**src/rtl/clkctl_pkg.sv**
```systemverilog
package clkctl_pkg;
  localparam int unsigned REG_W     = 8;
  localparam int unsigned REG_COUNT = 5;
  localparam int unsigned FSEL_W    = 3;

  // Byte 0 bit positions
  localparam int unsigned B0_PCI    = 3;
  localparam int unsigned B0_CPU    = 4;
  localparam int unsigned B0_RSV    = 6;
  localparam int unsigned B0_VCH    = 5;
  localparam int unsigned B0_SPREAD = 7;
  // Byte 1 live multiplier bit
  localparam int unsigned B1_MULT   = 7;

  typedef logic [REG_W-1:0] byte_t;

  // Bits a write may change, mode-independent part
  function automatic byte_t wr_mask(int unsigned idx);
    case (idx)
      0:       wr_mask = 8'hA0;
      1:       wr_mask = 8'h3F;
      2:       wr_mask = 8'h7F;
      3:       wr_mask = 8'hFF;
      4:       wr_mask = 8'h3F;
      default: wr_mask = 8'h00;
    endcase
  endfunction

  function automatic byte_t rst_val(int unsigned idx);
    case (idx)
      0:       rst_val = 8'h08;
      1:       rst_val = 8'h07;
      2:       rst_val = 8'h7F;
      3:       rst_val = 8'hC7;
      4:       rst_val = 8'h3F;
      default: rst_val = 8'h00;
    endcase
  endfunction
endpackage

```
**src/rtl/strap_capture.sv**
```systemverilog
module strap_capture #(
  parameter int unsigned W = 3
) (
  input  logic         clk,
  input  logic         rst,
  input  logic         strobe_n,
  input  logic [W-1:0] pins,
  output logic [W-1:0] q
);
  always_ff @(posedge clk) begin
    if (rst)            q <= '0;
    else if (!strobe_n) q <= pins;
  end

  p_strap_capture_r2: assert property (@(posedge clk) disable iff (rst)
    !strobe_n |=> (q == $past(pins)));
  p_strap_hold_r2: assert property (@(posedge clk) disable iff (rst)
    strobe_n |=> $stable(q));
endmodule

```
**src/rtl/ctrl_regfile.sv**
```systemverilog
module ctrl_regfile
  import clkctl_pkg::*;
#(
  parameter int unsigned ADDR_W = 3
) (
  input  logic                            clk,
  input  logic                            rst,
  input  logic                            wr_en,
  input  logic [ADDR_W-1:0]               addr,
  input  logic [REG_W-1:0]                wdata,
  input  logic                            sw_mode,
  output logic [REG_COUNT-1:0][REG_W-1:0] regs_o
);
  localparam byte_t PCI_MASK = byte_t'(1) << B0_PCI;

  for (genvar g = 0; g < REG_COUNT; g++) begin : g_byte
    localparam byte_t MASK = wr_mask(g);
    localparam byte_t RSTV = rst_val(g);
    byte_t q;
    byte_t eff_mask;

    if (g == 0) begin : g_mode
      always_comb eff_mask = sw_mode ? (MASK | PCI_MASK) : MASK;
    end else begin : g_plain
      always_comb eff_mask = MASK;
    end

    always_ff @(posedge clk) begin
      if (rst)
        q <= RSTV;
      else if (wr_en && (addr == ADDR_W'(g)))
        q <= (q & ~eff_mask) | (wdata & eff_mask);
    end

    assign regs_o[g] = q;
  end

  p_hw_write_ignored_r6: assert property (@(posedge clk) disable iff (rst)
    (wr_en && (addr == '0) && !sw_mode) |=> $stable(regs_o[0][B0_PCI]));
  p_reset_defaults_r1: assert property (@(posedge clk) disable iff (rst)
    $past(rst) |-> (regs_o[2] == 8'h7F && regs_o[1] == 8'h07));
  p_reserved_zero_r8: assert property (@(posedge clk) disable iff (rst)
    (wr_en && addr == ADDR_W'(4)) |=> (regs_o[4][7:6] == 2'b00));
endmodule

```
**src/rtl/pci_stop_ctl.sv**
```systemverilog
module pci_stop_ctl (
  input  logic clk,
  input  logic rst,
  input  logic sw_mode,
  input  logic sw_run_bit,
  input  logic pin_n,
  output logic stop_act
);
  always_ff @(posedge clk) begin
    if (rst) stop_act <= 1'b0;
    else     stop_act <= !pin_n || (sw_mode && !sw_run_bit);
  end

  p_pin_stop_r6: assert property (@(posedge clk) disable iff (rst)
    !pin_n |=> stop_act);
endmodule

```
**src/rtl/ctrl_readmux.sv**
```systemverilog
module ctrl_readmux
  import clkctl_pkg::*;
#(
  parameter int unsigned ADDR_W = 3
) (
  input  logic                            clk,
  input  logic                            rst,
  input  logic [ADDR_W-1:0]               addr,
  input  logic [REG_COUNT-1:0][REG_W-1:0] regs,
  input  logic [FSEL_W-1:0]               strap,
  input  logic                            cpu_pin_n,
  input  logic                            mult_pin,
  input  logic                            pci_pin_n,
  input  logic                            sw_mode,
  output logic [REG_W-1:0]                rdata
);
  logic [REG_COUNT-1:0][REG_W-1:0] view;
  logic [REG_W-1:0]                rd_next;

  always_comb begin
    view                  = regs;
    view[0][FSEL_W-1:0]   = strap;
    view[0][B0_CPU]       = cpu_pin_n;
    view[0][B0_RSV]       = 1'b0;
    view[0][B0_PCI]       = sw_mode ? regs[0][B0_PCI] : pci_pin_n;
    view[1][B1_MULT]      = mult_pin;
    view[1][6]            = 1'b0;
    view[2][7]            = 1'b0;
    view[4][7:6]          = 2'b00;
  end

  always_comb begin
    rd_next = '0;
    for (int i = 0; i < REG_COUNT; i++)
      if (addr == ADDR_W'(i)) rd_next = view[i];
  end

  always_ff @(posedge clk) begin
    if (rst) rdata <= '0;
    else     rdata <= rd_next;
  end

  p_oob_read_zero_r9: assert property (@(posedge clk) disable iff (rst)
    (addr > ADDR_W'(REG_COUNT-1)) |=> (rdata == '0));
  p_live_cpu_pin_r3: assert property (@(posedge clk) disable iff (rst)
    (addr == '0) |=> (rdata[B0_CPU] == $past(cpu_pin_n)));
endmodule

```
**src/rtl/clkgen_ctrl_bank.sv**
```systemverilog
module clkgen_ctrl_bank
  import clkctl_pkg::*;
#(
  parameter int unsigned ADDR_W = 3
) (
  input  logic              clk,
  input  logic              rst,
  input  logic              pwr_ok_n,
  input  logic [FSEL_W-1:0] fsel_pin,
  input  logic              mult_pin,
  input  logic              cpu_halt_pin_n,
  input  logic              pci_halt_pin_n,
  input  logic              sw_mode,
  input  logic [ADDR_W-1:0] addr,
  input  logic [REG_W-1:0]  wdata,
  input  logic              wr_en,
  output logic [REG_W-1:0]  rdata,
  output logic [FSEL_W-1:0] fsel,
  output logic [2:0]        cpu_en,
  output logic [2:0]        cpu_free,
  output logic [6:0]        pci_en,
  output logic [2:0]        pcif_en,
  output logic [2:0]        pcif_stopctl,
  output logic              usb_en,
  output logic              dot_en,
  output logic [5:0]        m66_en,
  output logic              vch_48,
  output logic              spread_on,
  output logic              pci_stop_act
);
  logic [REG_COUNT-1:0][REG_W-1:0] regs;

  strap_capture #(.W(FSEL_W)) u_strap (
    .clk(clk), .rst(rst), .strobe_n(pwr_ok_n), .pins(fsel_pin), .q(fsel)
  );

  ctrl_regfile #(.ADDR_W(ADDR_W)) u_regs (
    .clk(clk), .rst(rst), .wr_en(wr_en), .addr(addr), .wdata(wdata),
    .sw_mode(sw_mode), .regs_o(regs)
  );

  pci_stop_ctl u_stop (
    .clk(clk), .rst(rst), .sw_mode(sw_mode), .sw_run_bit(regs[0][B0_PCI]),
    .pin_n(pci_halt_pin_n), .stop_act(pci_stop_act)
  );

  ctrl_readmux #(.ADDR_W(ADDR_W)) u_rd (
    .clk(clk), .rst(rst), .addr(addr), .regs(regs), .strap(fsel),
    .cpu_pin_n(cpu_halt_pin_n), .mult_pin(mult_pin),
    .pci_pin_n(pci_halt_pin_n), .sw_mode(sw_mode), .rdata(rdata)
  );

  assign vch_48       = regs[0][B0_VCH];
  assign spread_on    = regs[0][B0_SPREAD];
  assign cpu_en       = regs[1][2:0];
  assign cpu_free     = regs[1][5:3];
  assign pci_en       = regs[2][6:0];
  assign pcif_en      = regs[3][2:0];
  assign pcif_stopctl = regs[3][5:3];
  assign usb_en       = regs[3][6];
  assign dot_en       = regs[3][7];
  assign m66_en       = regs[4][5:0];
endmodule

```
**config.mk**
```make
export PLATFORM = sky130hd
export DESIGN_NAME = clkgen_ctrl_bank
export DESIGN_NICKNAME = d
export VERILOG_FILES = /design/src/rtl/clkctl_pkg.sv /design/src/rtl/strap_capture.sv /design/src/rtl/ctrl_regfile.sv /design/src/rtl/pci_stop_ctl.sv /design/src/rtl/ctrl_readmux.sv /design/src/rtl/clkgen_ctrl_bank.sv
export SDC_FILE = /design/constraint.sdc
export NUM_CORES = 1
export LEC_CHECK = 0
export CAP_MARGIN = 15
export CORE_UTILIZATION = 44
export CTS_CLUSTER_SIZE = 20
export DETAILED_ROUTE_END_ITERATION = 10
export PLACE_DENSITY = 0.78
export RECOVER_POWER = 100
export SETUP_SLACK_MARGIN = 0.15
export SYNTH_ARGS = -nofsm -noshare
export SYNTH_HDL_FRONTEND = slang
export SYNTH_SLANG_ARGS = --single-unit
```
**constraint.sdc**
```tcl
create_clock -name clk -period 1.4 [get_ports clk]
set_clock_uncertainty 0.15 [all_clocks]
set_input_delay 0.14 -clock clk [delete_from_list [all_inputs] [get_ports clk]]
set_output_delay 0.14 -clock clk [all_outputs]
set_load 0.1 [all_outputs]
```
## Word-level counts from Yosys, hierarchy flattened

Index checks and enable logic that the tools add are counted.
Widths: inputs -> output; s select.

- Equality and inequality tests: 4
- Multiplexer cells: 7
- Bitwise gates (word level): 7
- Reduce and logical (&&, ||, !) cells: 11

Operators with widths:

| kind | number |
|---|---|
| $mux 8 | 4 |
| $and 8x8->8 | 2 |
| $or 8x6->8 | 2 |
| $not 8->8 | 1 |
| $or 8x7->8 | 1 |
| $or 8x8->8 | 1 |
| $eq 3x2->1 const B | 2 |
| $logic_and 1x1->1 | 6 |
| $mux 6 | 1 |
| $mux 4 | 1 |
| $eq 3x1->1 const B | 1 |
| $eq 3x3->1 const B | 1 |
| $logic_not 3->1 | 1 |
| $logic_not 1->1 | 2 |
| $reduce_or 2->1 | 1 |
| $logic_or 1x1->1 | 1 |
| $mux 1 | 1 |

- Register bits after elaboration: 52
- Input port bits: 22
- Output and inout bits: 41
- Logic and storage cells: 38

## Longest topological paths before layout

Gate-level depths: netlist (run 1).

- Word-level depth: 6
- Depth in mapped cells: 5
- Gate-level depth less buffers: 3

## Hierarchy

From an unflattened synthesis (run 1), not the netlist that was laid out.

- Cell total of the unflattened synthesis: 199
- Area total of the unflattened synthesis: 1914.3 µm²

By module, submodules not included:

| module | instances | cells an instance | area each (µm²) | sequential area each (µm²) |
|---|---|---|---|---|
| ctrl_regfile | 1 | 123 | 1222.4 | 600.6 |
| ctrl_readmux | 1 | 64 | 555.5 | 160.2 |
| strap_capture | 1 | 9 | 101.3 | 60.1 |
| pci_stop_ctl | 1 | 3 | 35.0 | 20.0 |

## Worst setup path before layout (run 1)

OpenSTA, ideal clock, no wires.

- Path kind: register to register
- From: reg u_regs.g_byte[1].q[3]
- To: reg u_rd.rdata[3]
- Library setup time: 0.061 ns
- Arrival: 1.588 ns
- Data required time: 1.189 ns
- Slack: -0.399 ns
- Cell stages (with the launch flop): 4
- Path buffers: 0
- Period minus slack after synthesis: 1.799 ns
- Cell sequence: dfxtp_1 nor3b_1 a2111oi_0 a32o_1

- Cells in the longest elaborated chain, start to end: 4

RTL lines:

| item | line | source |
|---|---|---|
| from (decl) | ctrl_regfile.sv:19 | `byte_t q;` |
| from (signal assigned) | ctrl_regfile.sv:32 | `q <= (q & ~eff_mask) \| (wdata & eff_mask);` |
| $mux 8 (3 in series) | ctrl_readmux.sv:35 | `if (addr == ADDR_W'(i)) rd_next = view[i];` |
| $mux 6 | ctrl_readmux.sv:35 |  |
| to (signal assigned) | ctrl_readmux.sv:40 | `else rdata <= rd_next;` |
| to (decl) | ctrl_readmux.sv:15 | `output logic [REG_W-1:0] rdata` |

No other way between the ends.
A chain may end at the register's enable or synchronous reset.

## Worst setup path after layout (run 1)

- From: in sw_mode
- To: reg u_rd.rdata[3]

- Cells in the longest elaborated chain, start to end: 6

RTL lines:

| item | line | source |
|---|---|---|
| from (decl) | clkgen_ctrl_bank.sv:13 | `input logic sw_mode,` |
| $mux 1 | ctrl_readmux.sv:25 | `view[0][B0_PCI] = sw_mode ? regs[0][B0_PCI] : pci_pin_n;` |
| $mux 8 (4 in series) | ctrl_readmux.sv:35 |  |
| $mux 6 | ctrl_readmux.sv:35 |  |

No other way between the ends.

==> results.json, run 1 <==
{
  "max_cap_viol_count": 0,
  "fp.dieH_um": 66.13,
  "drt-initial-drc-count": 148,
  "reg2reg_depth": 3,
  "dieWidth_um": 66.13,
  "path_clk_slew_ns": 0.08,
  "yosys.area.top_type": "dfxtp_1",
  "synth_fp_nets": 199,
  "hold_depth": 3,
  "syn_to_final_growth_pct": 52.01,
  "slew_viol_final": 0,
  "vias_per_cell": 5.836,
  "seqPwrFrac_pct": 45.0,
  "clkLatencyLatePin_ns": 0.29,
  "setup_slack_ns": 0.06325,
  "internal_power_mw": 1.834,
  "endpoint_kind": "flop",
  "wire_per_inst_um": 20.65,
  "crit_arrival_ns": 1.42,
  "tritoncts": "done",
  "critical_path_class": "in -> reg",
  "ys_warn_count": 0,
  "core_mm2": 0.003799,
  "grt_pass1_wl_um": 10160,
  "combPwrFrac_pct": 27.7,
  "synth_top_area_share_pct": 46.47,
  "vias": 1850,
  "num_rows": 22,
  "power_frac_clock_pct": 27.3,
  "place.gp.congestion": 0.8921,
  "hpwlAfterDp_um": 4320,
  "cts_made_buffers": 5,
  "min_path_type": "in -> reg",
  "slew_headroom_pct": 75.07,
  "avgSynthCellArea_um2": 10.22,
  "crit_required_ns": 1.49,
  "wirelength_um": 6545,
  "seq_area_frac_synth_pct": 46.47,
  "crit_path_start_kind": "primary input",
  "root_buffer": "clkbuf_8",
  "dp_slack_ns": -0.4933,
  "htreeDepth": 2,
  "num_io_pins": 63,
  "syn_area_mm2": 0.001809,
  "antenna_found_initial": 1,
  "finalCriticalPeriod_ns": 1.337,
  "syn_inst": 177,
  "rsz0062_at_grt": "yes",
  "fin_crit_sh_pct": 95.48,
  "netSwitchingFraction_pct": 35.26,
  "synth_edf_count": 0,
  "p_per_area_mw_per_mm2": 1030,
  "worst_pin_slew_ns": 0.3739,
  "initial_core_util_pct": 47.63,
  "drc": 0,
  "drtPass1Iterations": 4,
  "nets": 290,
  "p_leak_nw": 1.171,
  "postRouteAntennaNets": 0,
  "critPathMaxFanout": 2,
  "grt_pass1_vias": 1969,
  "ir_drop_v": 0.0007997,
  "clock-sinks": 42,
  "synth-seq-cells": 42,
  "clk_path_buf_depth": 2,
  "die_area_mm2": 0.004373,
  "io_buffer_count": 62,
  "hold_viol_final": 0,
  "status": "finished clean",
  "yosys-top-cells-area": "dfxtp_1 (46%), mux2i_1 (11%), a211o_1 (7.7%), nor2b_1 (4.1%), nand2_1 (3.7%)",
  "grt_usage_pct": 31.83,
  "grt_overflow_total": 0,
  "antenna_cells": 0,
  "grt_start_max_net_pins": 17,
  "setup_viol_count_final": 0,
  "yosysUniqueCellTypes": 37,
  "p_sw_uw": 998.9,
  "synth_ff_type": "dfxtp_1",
  "fmax_mhz": 748.1,
  "async_flop_share_pct": 0,
  "drive_above_1_share_pct": 44.61,
  "fin_total_pwr_mw": 2.833
}
## worst max-delay path, cell delays in order
cell and delay (ns):
dlygate4sd3_1 0.58, mux2i_1 0.16, a2111oi_2 0.37, a32o_1 0.18
## state kept, by name, summed over array words and instances, names as in the netlist, named ones only
name / cells
u_rd.rdata: 8
u_regs.g_byte.q: 29
u_stop.stop_act: 1
u_strap.q: 3
## what timing repair did
action,4_1_cts,5_1_grt
setup endpoints to repair,38,15
pin swaps,6,2
gates cloned,2,0
buffers inserted,2,5
resized for setup,23,10
hold buffers,0,0
## cells by family (layout without fill, tap and decap cells)
group,after synthesis,after routing,synth area share (%)
buf+inv,13,104,4.771
compound gates,37,37,16.25
mux,21,21,11.69
flops,42,42,46.47
simple gates,64,65,20.82
## placed cells by master, fill, tap and decap left out, types with 2 or more instances in the layout
cell type / count
clkbuf_4: 41
buf_4: 23
dfxtp_2: 22
mux2i_1: 19
nand2_1: 18
a211o_1: 16
clkdlybuf4s50_1: 14
nor2b_1: 12
dfxtp_1: 12
nor2_1: 11
dfxtp_4: 8
nand3b_1: 5
and2_1: 5
clkbuf_8: 5
buf_6: 5
a21oi_1: 4
a2bb2oi_1: 4
o22ai_1: 4
and4bb_1: 3
nor3b_1: 2
clkbuf_2: 2
dlygate4sd3_1: 2
clkbuf_1: 2
buf_12: 2
## cell type report
type | count | area, um^2
Clock buffer | 5 | 68.82
Multi-Input combinational cell | 123 | 908.4
Sequential cell | 42 | 898.4
Clock inverter | 3 | 21.27
Fill cell | 257 | 1049
Timing Repair Buffer | 95 | 789.5
Inverter | 1 | 3.754
Tap cell | 48 | 60.06
## worst paths after layout
kind | start | end | slack, ns
worst max register to register | flop | u_rd.rdata[3] | 0.20
worst min-delay path | addr[2] | u_rd.rdata[7] | 0.1
worst max-delay path | sw_mode | u_rd.rdata[3] | 0.06
worst min register to register | u_regs.g_byte[3].q[4] | u_regs.g_byte[3].q[4] | 0.33
## cell usage after synthesis, types with 2 or more instances
master	number
nor2b_1	12
nor3b_1	2
nand2_1	18
a211o_1	16
nand3b_1	5
a21oi_1	4
and4bb_2	3
buf_2	3
dfxtp_1	42
a2bb2oi_1	4
nor2_1	11
buf_6	4
o22ai_1	4
mux2i_1	20
clkbuf_1	3
and2_1	5
## per-stage QoR
stage | utilization [%] | hold slack, ns | std cells | setup TNS (ns) | cell area, um^2
after floorplan | - | 0.08183 | 177 | -0.07924 | 1878
after global placement | 81.16 | 0.3243 | 300 | -11.40 | 3083
after detailed placement | 81.16 | 0.3385 | 300 | -13.64 | 3083
after CTS | 85.57 | 0.1884 | 312 | 0 | 3251
after global routing | 72.40 | 0.1044 | 317 | 0 | 2750
final | 72.40 | 0.09579 | 317 | 0 | 2750
## power groups by stage
stage / logic (mW) / registers, mW / clock network [mW]
3_3_place_gp: 0.851 / 1.32 / 0
2_1_floorplan: 0.169 / 1.64 / 0
3_5_place_dp: 0.869 / 1.32 / 0
4_1_cts: 0.891 / 1.30 / 0.783
5_1_grt: 0.813 / 1.28 / 0.838
6_report: 0.785 / 1.27 / 0.774
## metal layers
layer  global-route usage (%)  wire [um]  vias to the layer above
met4                    13.83        220                        2
li1                         -          -                      823
met1                    38.10       2633                      898
met3                    7.759        453                       26
met5                        0          8                        -
met2                    53.70       3229                      101
Power figures use the tool's default switching activity.
==> run 2: changes to the inputs <==
--- a/config.mk
+++ b/config.mk
@@ -6,10 +6,12 @@
 export NUM_CORES = 1
 export LEC_CHECK = 0
 export CAP_MARGIN = 15
-export CORE_UTILIZATION = 44
+export CELL_PAD_IN_SITES_DETAIL_PLACEMENT = 2
+export CELL_PAD_IN_SITES_GLOBAL_PLACEMENT = 2
+export CORE_UTILIZATION = 27
 export CTS_CLUSTER_SIZE = 20
 export DETAILED_ROUTE_END_ITERATION = 10
-export PLACE_DENSITY = 0.78
+export PLACE_DENSITY = 0.8
 export RECOVER_POWER = 100
 export SETUP_SLACK_MARGIN = 0.15
 export SYNTH_ARGS = -nofsm -noshare
==> run 2 against run 1 <==
Compared with the run above:
- the run now ends with design-rule violations left
- total power increased by 7.6%
- die area is 61% higher
- register-to-register slack worse by 0.02 ns
- maximum frequency rose by 2.6%
- critical path depth is 3 lower
- global-route usage down 7.6 points
- combinational power rose by 2%
- clock power rose by 25%
- core utilization decreased by 29 points
- first-iteration DRC count down 53%
- flip-flop and latch count unchanged
- non-clock buffer count shrank 2
==> results.json, run 2 (synthesis results as in run 1) <==
{
  "wirelength_um": 8244,
  "cts_made_buffers": 5,
  "rrSetupSlack_ns": 0.18,
  "path_clk_slew_ns": 0.09,
  "drc": 6,
  "hpwlAfterDp_um": 5187,
  "grt_start_max_net_pins": 16,
  "r2r-end": "u_rd.rdata[5]",
  "tritoncts": "done",
  "endpoint_kind": "output pin",
  "fin_crit_sh_pct": 93.08,
  "top_regs": "u_regs.g_byte.q x29, u_rd.rdata x8, u_strap.q x3",
  "clkLatencyLatePin_ns": 0.30,
  "grt_usage_pct": 24.21,
  "reg2reg_from": "u_regs.g_byte[3].q[5]",
  "initial_core_util_pct": 28.17,
  "reg2reg_depth": 3,
  "top_register": "u_regs.g_byte.q",
  "max_cap_viol_count": 0,
  "critPathMaxFanout": 3,
  "postRouteAntennaNets": 0,
  "rsz0062_at_grt": "no",
  "grt_pass1_wl_um": 12570,
  "hold_depth": 4,
  "drt-initial-drc-count": 70,
  "min_from": "addr[1]",
  "layout.cells.most_common_list": "clkbuf_4 (33), buf_4 (28), mux2i_1 (18), nand2_1 (18), dfxtp_2 (18)",
  "num_io_pins": 63,
  "io_buffer_count": 62,
  "critical_path_class": "reg -> out",
  "fmax_mhz": 767.4,
  "syn_to_final_growth_pct": 55.53,
  "place.gp.congestion": 0.7842,
  "largest_reg_flops": 29,
  "grt_overflow_total": 0,
  "p_per_area_mw_per_mm2": 1083,
  "status": "complete, but fails checks",
  "vias": 1814,
  "setup_viol_count_final": 0,
  "worst_pin_slew_ns": 0.4020,
  "clk_path_buf_depth": 2,
  "min_path_type": "in -> reg",
  "min_to": "u_rd.rdata[3]",
  "crit_arrival_ns": 1.01,
  "crit_path_start_kind": "flop",
  "slew_headroom_pct": 73.20,
  "cts_hold_buf": 0,
  "ir_drop_v": 0.0003943,
  "wire_per_inst_um": 23.97,
  "fp.dieH_um": 83.86,
  "whs_ns": 0.2218,
  "cp_top_family": "flip-flops",
  "grt_pass1_vias": 2014,
  "antenna_cells": 0,
  "dieWidth_um": 83.86,
  "crit_chain": "clkbuf_4",
  "clock-sinks": 42,
  "fin_cells": 344,
  "vias_per_cell": 5.273,
  "crit_buf_inv": 1,
  "drtPass1Iterations": 7,
  "cpPeakStageDelay_ns": 0.37,
  "p_leak_nw": 1.190,
  "crit_required_ns": 1.11,
  "drive_above_1_share_pct": 44.19,
  "dp.cells": 326,
  "antenna_found_initial": 0,
  "core_mm2": 0.006422,
  "num_rows": 29,
  "htreeDepth": 2,
  "nets": 288,
  "cp_slowest_cell": "dfxtp_2",
  "finalCriticalPeriod_ns": 1.303,
  "final_common_cell": "clkbuf_4",
  "die_area_mm2": 0.007033,
  "violations": "design-rule violations",
  "root_buffer": "clkbuf_8",
  "slew_viol_final": 0,
  "hold_viol_final": 0
}
## run 2: cell types whose count changed in the layout (fill, tap and decap cells not counted), moves of 2 or more
cell      before  now
buf_6          5    3
buf_4         23   28
clkbuf_1       2    4
buf_12         2    5
dfxtp_1       12   15
clkbuf_4      41   33
dfxtp_2       22   18
## run 2: worst max-delay path by stage
stage                     cells past startpoint  slack [ns]                     to                  start
final                                         1         0.1            cpu_free[0]  u_regs.g_byte[1].q[3]
after global routing                          1        0.08            cpu_free[0]  u_regs.g_byte[1].q[3]
after CTS                                     6        0.15  u_regs.g_byte[0].q[5]                addr[1]
after detailed placement                      6       -0.54          u_rd.rdata[3]                addr[0]
after global placement                        6       -0.45          u_rd.rdata[5]                addr[1]
after floorplan                               3       -0.08          u_rd.rdata[3]  u_regs.g_byte[1].q[3]
## run 2: per-layer routing
metal  GRT usage, %  vias up  part of all wire [%]
met5              0        -                     0
met4          8.777        0                   2.1
met3          4.649       15                   4.2
met2          43.14       63                    51
met1          28.79      921                    42
li1               -      815                     -
## run 2: power by group
part	switching (mW)	total, mW	internal [mW]
Combinational	0.555	0.804	0.249
Sequential	0.0398	1.28	1.24
Clock	0.458	0.969	0.511
## run 2: stage by stage
| stage | area (um^2) | power [mW] | setup TNS [ns] | worst slack, ns | util (%) |
|---|---|---|---|---|---|
| finish | 2814 | 3.049 | 0 | 0.09688 | 43.81 |
| global route | 2814 | 3.144 | 0 | 0.07760 | 43.81 |
| CTS | 3299 | 3.181 | 0 | 0.1550 | 51.37 |
| detailed placement | 3084 | 2.204 | -15.16 | -0.5430 | 48.02 |
| global placement | 3084 | 2.178 | -12.57 | -0.4498 | 48.02 |
| floorplan | 1878 | 1.806 | -0.07924 | -0.07924 | - |
## run 2: what timing repair did
action                     CTS  global route
resized for setup           19            10
cloned                       1             0
pin swaps                    3             2
setup endpoints to repair   38            14
buffers inserted             8             1
## run 2: layout make-up
type                       count  area, um^2
fill                         688        3608
multi-input combinational    123       913.4
sequential                    42       897.1
timing repair buffer          93       792.0
clock buffer                   8       111.4
tap                           77       96.34
inverter                       1       3.754
==> run 3: changes to the inputs <==
--- a/config.mk
+++ b/config.mk
@@ -5,13 +5,14 @@
 export SDC_FILE = /design/constraint.sdc
 export NUM_CORES = 1
 export LEC_CHECK = 0
+export ABC_AREA = 1
 export CAP_MARGIN = 15
 export CELL_PAD_IN_SITES_DETAIL_PLACEMENT = 2
 export CELL_PAD_IN_SITES_GLOBAL_PLACEMENT = 2
-export CORE_UTILIZATION = 27
+export CORE_UTILIZATION = 24
 export CTS_CLUSTER_SIZE = 20
 export DETAILED_ROUTE_END_ITERATION = 10
-export PLACE_DENSITY = 0.8
+export PLACE_DENSITY = 0.79
 export RECOVER_POWER = 100
 export SETUP_SLACK_MARGIN = 0.15
 export SYNTH_ARGS = -nofsm -noshare
==> run 3 against run 2 <==
Compared with the run above:
- the run now ends clean
- clock power is 19% lower
- count of clock-buffer cells in the layout is 3 lower
- global-route usage is 4.3 points lower
- flip-flop and latch count stayed put
- critical path type unchanged
- largest cell class is now registers
- largest power group unchanged
==> results.json, run 3 <==
{
  "status": "finished clean",
  "postRouteAntennaNets": 0,
  "crit_buf_inv": 1,
  "crit_path_start_kind": "flop",
  "fin_cells": 431,
  "place.gp.congestion": 0.7842,
  "rsz0062_at_grt": "no",
  "finalCriticalPeriod_ns": 1.292,
  "critPathMaxFanout": 3,
  "ir_drop_v": 0.0003159,
  "yosysUniqueCellTypes": 20,
  "yosys-top-cells-area": "dfxtp_1 (47%), nand2_1 (14%), nand3_1 (9.5%), inv_1 (5.4%), o21ai_0 (4.2%)",
  "min_from": "sw_mode",
  "syn_inst": 248,
  "multi_input_comb_area_um2": 802.0,
  "num_io_pins": 63,
  "drc": 0,
  "critical_path_class": "reg -> out",
  "async_flop_share_pct": 0,
  "p_leak_nw": 1.293,
  "synth_top_area_share_pct": 46.73,
  "synth-seq-cells": 42,
  "reg2reg_depth": 5,
  "synth_fa_ha_area_share_pct": 0,
  "drt-initial-drc-count": 68,
  "initial_core_util_pct": 24.81,
  "antenna_cells": 0,
  "path_depth": 1,
  "io_buffer_count": 62,
  "nets": 354,
  "cpPeakStageDelay_ns": 0.36,
  "synth_xor_area_share_pct": 0,
  "wire_per_inst_um": 16.74,
  "synth_fp_nets": 270,
  "syn_to_final_growth_pct": 52.92,
  "max_cap_viol_count": 0,
  "yosys.area_share.simple_pct": 33.87,
  "synth_ff_type": "dfxtp_1",
  "drive_above_1_share_pct": 34.64,
  "htreeDepth": 2,
  "yosys.area.top_type": "dfxtp_1",
  "seq_area_frac_synth_pct": 46.73,
  "critPathCapture": "m66_en[5]",
  "worst_pin_slew_ns": 0.3053,
  "grt_start_max_net_pins": 19,
  "cp_top_family": "flip-flops",
  "fp.dieH_um": 88.59,
  "synth_mux_area_share_pct": 0,
  "crit_chain": "clkbuf_4",
  "drtPass1Iterations": 4,
  "core_mm2": 0.007253,
  "cp_slowest_cell": "dfxtp_2",
  "top_regs": "u_regs.g_byte.q x29, u_rd.rdata x8, u_strap.q x3",
  "vias": 1994,
  "cts_made_buffers": 5,
  "slew_headroom_pct": 79.58,
  "root_buffer": "clkbuf_8",
  "crit_arrival_ns": 1.00,
  "fmax_mhz": 773.8,
  "setup_slack_ns": 0.1077,
  "ys_warn_count": 0,
  "synth_compound_area_share_pct": 10.15,
  "clkLatencyLatePin_ns": 0.30,
  "largest_reg_flops": 29,
  "clk_path_buf_depth": 2,
  "p_per_area_mw_per_mm2": 1032,
  "path_clk_slew_ns": 0.08,
  "final_common_cell": "nand2_1",
  "endpoint_kind": "output pin",
  "grt_usage_pct": 19.96,
  "min_path_type": "in -> reg",
  "cts_hold_buf": 0,
  "rrSetupSlack_ns": 0.21,
  "hpwlAfterDp_um": 5541,
  "grt_pass1_wl_um": 11390,
  "syn_area_mm2": 0.001799,
  "grt_pass1_vias": 2143,
  "synth_edf_count": 0,
  "layout.cells.most_common_list": "nand2_1 (68), clkbuf_4 (37), nand3_1 (34)",
  "grt_overflow_total": 0,
  "slew_viol_final": 0,
  "synth.most_common_cell": "nand2_1",
  "die_area_mm2": 0.007847,
  "tritoncts": "done",
  "dp_slack_ns": -0.4287,
  "worstSetupStartpoint": "u_regs.g_byte[4].q[5]",
  "dp.cells": 422,
  "avgSynthCellArea_um2": 7.255,
  "dieWidth_um": 88.59,
  "synth_common_cells": "nand2_1 (67), dfxtp_1 (42), nand3_1 (34), inv_1 (26), nor2_1 (17)",
  "vias_per_cell": 4.626,
  "wirelength_um": 7215,
  "crit_required_ns": 1.11,
  "antenna_found_initial": 0,
  "synth_top_family_by_area": "simple AND/OR/NAND/NOR gates",
  "setup_viol_count_final": 0,
  "fill_cells": 889,
  "ff_latch_area_um2": 893.4,
  "top_register": "u_regs.g_byte.q",
  "hold_viol_final": 0,
  "whs_ns": 0.004136,
  "fin_crit_sh_pct": 92.30,
  "r2r-end": "u_rd.rdata[3]",
  "fin_total_pwr_mw": 2.838,
  "num_rows": 31,
  "clock-sinks": 42
}
## run 3: changes by cell type in the layout (fill, tap and decap cells not counted), moves of 14 or more
cell and change:
a211o_1 -16, mux2i_1 -18, nand2_1 +50, nand3_1 +33
inv_1 +26, o21ai_0 +14
## run 3: stage by stage
step	utilization, %	instance area [um^2]	TNS, ns
6_report	37.93	2751	0
5_1_grt	37.93	2751	0
4_1_cts	44.42	3222	0
3_5_place_dp	43.06	3123	-13.29
3_3_place_gp	43.06	3123	-11.11
2_1_floorplan	-	1854	0
## run 3: final cells by class
class / count / share of cell area, %
sequential: 42 / 32.47
multi-input combinational: 168 / 29.15
timing repair buffer: 84 / 26.51
inverter: 31 / 4.502
tap: 99 / 4.502
clock buffer: 5 / 2.501
clock inverter: 2 / 0.3638
## run 3: layer usage
layer	wire [um]	up-vias	track usage, %
li1	-	963	-
met1	2982	973	22.04
met2	3841	52	38.04
met3	315	6	4.664
met4	76	0	5.279
met5	0	-	0
## run 3: worst min path at each step
stage | to | slack [ns] | cells past startpoint
detailed placement | flop | 0.33 | 2
global route | flop | 0.05 | 3
global placement | flop | 0.31 | 2
floorplan | u_stop.stop_act | 0.09 | 1
CTS | u_stop.stop_act | 0.28 | 2
finish | flop | 0.004 | 3
## run 3: logic make-up (layout without fill, tap and decap cells)
logic type             after synthesis  count (layout)
AO/OA/AOI/OAI                       34              34
buffers and inverters               38             122
flip-flops                          42              42
AND/OR/NAND/NOR                    134             134
## run 3: power breakdown
part           switching [mW]  internal, mW  total (mW)
registers              0.0355          1.24        1.28
clock network           0.447         0.336       0.783
logic                   0.574         0.202       0.776
total                    1.06          1.78        2.84
## run 3: repair_timing
item | in CTS | in global routing
setup buffers | 2 | 0
pin swaps | 2 | 1
resized for setup | 5 | 10
endpoints found under the hold margin | 0 | 0
endpoints found under the setup margin | 38 | 28
